### config.mk
export PLATFORM = sky130hd
export DESIGN_NAME = dram_port_arb
export DESIGN_NICKNAME = d
export VERILOG_FILES = /design/src/rtl/dpa_pkg.sv /design/src/rtl/dpa_mnt_latch.sv /design/src/rtl/dpa_master_pick.sv /design/src/rtl/dram_port_arb.sv
export SDC_FILE = /design/constraint.sdc
export NUM_CORES = 1
export LEC_CHECK = 0
export BUFFER_PORTS_ARGS = -buffer_cell sky130_fd_sc_hd__buf_2
export CAP_MARGIN = 20
export CELL_PAD_IN_SITES_DETAIL_PLACEMENT = 1
export CELL_PAD_IN_SITES_GLOBAL_PLACEMENT = 1
export CORE_MARGIN = 3
export CORE_UTILIZATION = 37
export CTS_CLUSTER_DIAMETER = 40
export DETAILED_ROUTE_END_ITERATION = 16
export PLACE_DENSITY_LB_ADDON = 0.1
export SLEW_MARGIN = 20
export SYNTH_ARGS = -nofsm -noshare
export SYNTH_HDL_FRONTEND = slang
export SYNTH_SLANG_ARGS = --single-unit
### constraint.sdc
create_clock -name clk -period 2.6 [get_ports clk]
set_clock_uncertainty 0.2 [all_clocks]
set_input_delay 0.13 -clock clk [delete_from_list [all_inputs] [get_ports clk]]
set_output_delay 0.13 -clock clk [all_outputs]
set_load 0.01 [all_outputs]
### src/rtl/dpa_pkg.sv
package dpa_pkg;
  localparam int NUM_MST = 2;
  typedef enum logic [1:0] {
    OWN_NONE = 2'd0,
    OWN_CPU  = 2'd1,
    OWN_DSP  = 2'd2,
    OWN_MNT  = 2'd3
  } owner_t;
endpackage

### src/rtl/dpa_mnt_latch.sv
module dpa_mnt_latch #(
  parameter int SRC = 2
) (
  input  logic           clk,
  input  logic           rst,
  input  logic [SRC-1:0] tick,
  input  logic           ack_ok,
  output logic           pend_q,
  output logic           pend_now
);
  logic any_tick;

  assign any_tick = |tick;
  // a fresh tick beats a clearing acknowledge
  assign pend_now = any_tick | (pend_q & ~ack_ok);

  always_ff @(posedge clk) begin
    if (rst) pend_q <= 1'b0;
    else     pend_q <= pend_now;
  end

  p_ack_clear_r2: assert property (@(posedge clk) disable iff (rst)
    (ack_ok && !any_tick) |=> !pend_q);
  p_tick_set_r2: assert property (@(posedge clk) disable iff (rst)
    any_tick |=> pend_q);
endmodule

### src/rtl/dpa_master_pick.sv
module dpa_master_pick #(
  parameter int NM = 2
) (
  input  logic [NM-1:0] req,
  input  logic [NM-1:0] rd,
  input  logic [NM-1:0] park,
  input  logic          ptr,
  output logic          any,
  output logic          win
);
  logic [NM-1:0] parked_live;

  assign parked_live = park & req;
  assign any = |req;

  always_comb begin
    if (|parked_live)            win = parked_live[1];
    else if (&req) begin
      if (rd[0] != rd[1])        win = rd[1];
      else                       win = ptr;
    end
    else                         win = req[1];
  end
endmodule

### src/rtl/dram_port_arb.sv
module dram_port_arb
  import dpa_pkg::*;
#(
  parameter int MNT_SRC = 2
) (
  input  logic               clk,
  input  logic               rst,
  input  logic [NUM_MST-1:0] m_req,
  input  logic [NUM_MST-1:0] m_rd,
  input  logic [NUM_MST-1:0] m_burst,
  input  logic [NUM_MST-1:0] m_done,
  input  logic [MNT_SRC-1:0] mnt_tick,
  input  logic               mnt_ack,
  output logic [NUM_MST-1:0] grant,
  output logic               mnt_grant
);
  owner_t             owner_q, owner_d;
  logic               ptr_q, ptr_d;
  logic [NUM_MST-1:0] park_q, park_d;
  logic               cur_idx, done_own, ack_ok, boundary, burst_keep;
  logic               pend_q, pend_now, pick_any, pick_win;

  assign cur_idx  = (owner_q == OWN_DSP);
  assign done_own = ((owner_q == OWN_CPU) & m_done[0]) |
                    ((owner_q == OWN_DSP) & m_done[1]);
  assign ack_ok   = (owner_q == OWN_MNT) & mnt_ack;
  assign boundary = (owner_q == OWN_NONE) | done_own | ack_ok;
  assign burst_keep = done_own & m_burst[cur_idx] & m_req[cur_idx];

  dpa_mnt_latch #(.SRC(MNT_SRC)) u_mnt (
    .clk(clk), .rst(rst), .tick(mnt_tick), .ack_ok(ack_ok),
    .pend_q(pend_q), .pend_now(pend_now)
  );

  dpa_master_pick #(.NM(NUM_MST)) u_pick (
    .req(m_req), .rd(m_rd), .park(park_q), .ptr(ptr_q),
    .any(pick_any), .win(pick_win)
  );

  always_comb begin
    owner_d = owner_q;
    ptr_d   = ptr_q;
    park_d  = park_q & m_req;
    if (boundary && !burst_keep) begin
      if (pend_now) begin
        owner_d = OWN_MNT;
      end else if (pick_any) begin
        owner_d = pick_win ? OWN_DSP : OWN_CPU;
        ptr_d   = ~pick_win;
        park_d[pick_win] = 1'b0;
        if (m_burst[pick_win] && done_own && (cur_idx != pick_win) && m_req[cur_idx])
          park_d[cur_idx] = 1'b1;
      end else begin
        owner_d = OWN_NONE;
      end
    end
  end

  always_ff @(posedge clk) begin
    if (rst) begin
      owner_q   <= OWN_NONE;
      ptr_q     <= 1'b0;
      park_q    <= '0;
      grant     <= '0;
      mnt_grant <= 1'b0;
    end else begin
      owner_q   <= owner_d;
      ptr_q     <= ptr_d;
      park_q    <= park_d;
      grant     <= {owner_d == OWN_DSP, owner_d == OWN_CPU};
      mnt_grant <= (owner_d == OWN_MNT);
    end
  end

  p_onehot_r9: assert property (@(posedge clk) disable iff (rst)
    $onehot0({grant, mnt_grant}));
  p_cpu_hold_r3: assert property (@(posedge clk) disable iff (rst)
    (grant[0] && !m_done[0]) |=> grant[0]);
  p_dsp_hold_r3: assert property (@(posedge clk) disable iff (rst)
    (grant[1] && !m_done[1]) |=> grant[1]);
  p_mnt_hold_r2: assert property (@(posedge clk) disable iff (rst)
    (mnt_grant && !mnt_ack) |=> mnt_grant);
  p_idle_mnt_r2: assert property (@(posedge clk) disable iff (rst)
    (grant == 2'b00 && !mnt_grant && pend_q) |=> mnt_grant);
  p_burst_cpu_r7: assert property (@(posedge clk) disable iff (rst)
    (grant[0] && m_done[0] && m_burst[0] && m_req[0]) |=> grant[0]);
  p_burst_dsp_r7: assert property (@(posedge clk) disable iff (rst)
    (grant[1] && m_done[1] && m_burst[1] && m_req[1]) |=> grant[1]);
  p_rotate_r5: assert property (@(posedge clk) disable iff (rst)
    (grant[0] && m_done[0] && !m_burst[0] && m_req == 2'b11 &&
     m_rd[0] == m_rd[1] && !pend_now && park_q == 2'b00) |=> grant[1]);
endmodule

==> flow_summary.ini <==
[outcome]
status = complete, no violations

[die]
initial_core_util_pct = 43.2
core_um2 = 1200
rows = 12
die_height_um = 43.5
die_w_um = 43.5
fp.dieArea_um2 = 1890
ioPinCount = 16

[detailed_routing]
drc = 0
firstDrtPassIters = 4
vias = 501
avgRoutedWirePerCell_um = 14.9
drt-total-wl_mm = 1.36
drtAntennaViolNets = 0
vias_per_cell = 5.51
dr.first_iter.drc_count = 11

[setup_path]
max_stage_delay_ns = 0.59
crit_chain = nand3_1 > a211oi_2 > dlygate4sd3_1 > nor2_1 > dlygate4sd3_1
required_ns = 2.55
cpLargestDelayFamily = buffers and inverters
crit_buf_inv = 2
cp-start-kind = flip-flop
slowest_stage = dlygate4sd3_1
path_max_fanout = 9
worstSetupPathType = flip-flop to flip-flop
critPathCaptureType = flip-flop
cp.arrival_ns = 2.36
cpMostUsedCell = dlygate4sd3_1

[synth]
syn-num-nets = 69
syn_area_um2 = 519
synth.avg_cell_area_um2 = 9.27
synth_cells = 56
synth_cell_types = 31
synth-seq-area-share_pct = 34.7
ys_ff_latch = 9
yosys_warnings = 0

[cells_and_area]
layout_common_cells = buf_2 (15), dfxtp_1 (9), nand2_1 (6)
multi_input_area_um2 = 290
area_growth_pct = 26.0
final_util_pct = 54.5
fin_area_um2 = 654
num_antenna_cells = 0
final_common_cell = buf_2
regArea_um2 = 180
fillers = 167
drive_gt1_share_pct = 31.2
final_nets = 91

[sta]
fmax_ghz = 0.414
fin_crit_sh_pct = 92.8
max_slew_margin_pct = 67.5
tns_ns = 0
maxSlewViolCount = 0
rsz0062_at_grt = no
hold_viol = 0
tightest_slew_ns = 0.487
setup_viol = 0
fin_crit_ns = 2.41
fin_ws_ns = 0.187

[power_and_ir_drop]
vdd_drop_max_v = 0.000371
combPwrFrac_pct = 21.0
p_sw_mw = 0.0955
power.density_nw_per_um2 = 516
pwr-share-seq_pct = 47.1
clkPwrFrac_pct = 31.9
p_int_mw = 0.242
leakage_nw = 0.299
swShare_pct = 28.3

[grt]
grt_start_max_net_pins = 10
grt-ovfl-total = 0
grt_pass1_wl_mm = 2.30
first_global_vias = 503
grt_use_total_pct = 16.6
antenna_found_initial = 0

[cts]
htree_num_levels = 1
clk-insertion-delay-late_ns = 0.26
cts_buffer_depth = 2
cts_setup_buffers = 0
root_buffer = clkbuf_4
cts_buffers = 3
cts.clk_slew.worst_paths_ns = 0.06
tritoncts = yes
cts_resized = 0
clock-sinks = 9

[place]
dp_slack_ns = 0.701
dp_hpwl_um = 948
placed_cell_area_um2 = 578
port_buffers = 15
gp_congestion = 0.781

[run]
max_cap_viol_count = 0

[min_path]
hold_class = primary input to flip-flop
flip-flops by register name, summed over array words and instances, names as in the netlist:
| name | count |
|---|---|
| grant | 2 |
| mnt_grant | 1 |
| owner_q | 2 |
| park_q | 2 |
| ptr_q | 1 |
| u_mnt.pend_q | 1 |
final timing paths:
path,depth (start not counted),slack [ns],end,start
worst max register to register,5,0.19,u_mnt.pend_q$_SDFF_PP0_,owner_q[0]$_SDFF_PP0_
worst min-delay path,4,0.09,park_q[0]$_SDFF_PP0_,m_req[0]
worst min register to register,2,0.28,ptr_q$_SDFFE_PP0P_,ptr_q$_SDFFE_PP0P_
worst max-delay path,5,0.19,u_mnt.pend_q$_SDFF_PP0_,owner_q[0]$_SDFF_PP0_
power by group through the flow:
stage / logic [mW] / clock network, mW / registers, mW
floorplan: 0.0494 / 0 / 0.157
global placement: 0.0636 / 0 / 0.161
detailed placement: 0.0637 / 0 / 0.162
CTS: 0.0705 / 0.112 / 0.159
global route: 0.0794 / 0.124 / 0.160
finish: 0.0709 / 0.107 / 0.159
layout make-up:
cell class / count / area share (%)
well taps: 14 / 2.68
flip-flops and latches: 9 / 27.5
repair buffers: 20 / 19.1
clock buffers: 4 / 4.02
multi-input cells: 40 / 44.4
inverters: 4 / 2.29
synthesized netlist by cell type:
| cell | count | area, um^2 |
|---|---|---|
| buf_6 | 3 | 33.8 |
| o22ai_1 | 1 | 6.26 |
| a211o_2 | 1 | 10.0 |
| nor3_1 | 1 | 5.00 |
| nor3b_1 | 1 | 7.51 |
| o21ai_0 | 1 | 5.00 |
| o21ai_2 | 1 | 8.76 |
| nor4b_1 | 1 | 8.76 |
| or2_2 | 1 | 6.26 |
| mux2i_1 | 3 | 30.0 |
| o2111ai_1 | 2 | 17.5 |
| o2bb2ai_1 | 1 | 8.76 |
| dfxtp_1 | 9 | 180 |
| a21bo_2 | 1 | 10.0 |
| a211oi_2 | 1 | 12.5 |
| a211oi_1 | 1 | 7.51 |
| nor2_1 | 1 | 3.75 |
| a21oi_1 | 4 | 20.0 |
| a21o_1 | 1 | 7.51 |
| or2_0 | 1 | 6.26 |
| nand3_1 | 2 | 10.0 |
| inv_1 | 4 | 15.0 |
| a22oi_1 | 1 | 7.51 |
| maj3_1 | 1 | 10.0 |
| o31ai_1 | 1 | 7.51 |
| and3_1 | 1 | 6.26 |
| nor2b_1 | 1 | 6.26 |
| nand4b_4 | 1 | 23.8 |
| nand2b_1 | 1 | 6.26 |
| nand2_1 | 6 | 22.5 |
| nand4b_1 | 1 | 8.76 |
tightest hold or removal path, cell delays in order:
cell and delay [ns]:
buf_2 0.15, nand2_1 0.08, a211o_2 0.09, o31ai_1 0.05
per-layer routing:
metal,global-route usage [%],part of all wire [%],vias up
met5,0,0,-
met4,9.04,3.8,0
met3,7.88,6.0,8
met2,24.5,44,15
met1,19.8,46,227
li1,-,-,251
cell families (layout without fill, tap and decap cells):
kind of cell	count (synthesis)	after routing	share of synthesized area, %
AO/OA/AOI/OAI	17	17	24.8
adder cells (fa/ha/maj)	1	1	1.93
buffers and inverters	7	28	9.40
flip-flops	9	9	34.7
multiplexers	3	3	5.78
AND/OR/NAND/NOR	19	19	23.4
what timing repair did:
item / 4_1_cts / 5_1_grt
setup endpoints to repair: 0 / 0
hold buffers: 5 / 0
endpoints found under the hold margin: 5 / 0
metrics by stage:
step	hold WS, ns	std cells	total power [mW]
floorplan	-0.000934	56	0.206
global placement	0.163	82	0.225
detailed placement	0.176	82	0.226
CTS	0.0813	91	0.341
global route	0.101	91	0.363
finish	0.0858	91	0.337
No activity file was read; power rests on OpenSTA's default activity.
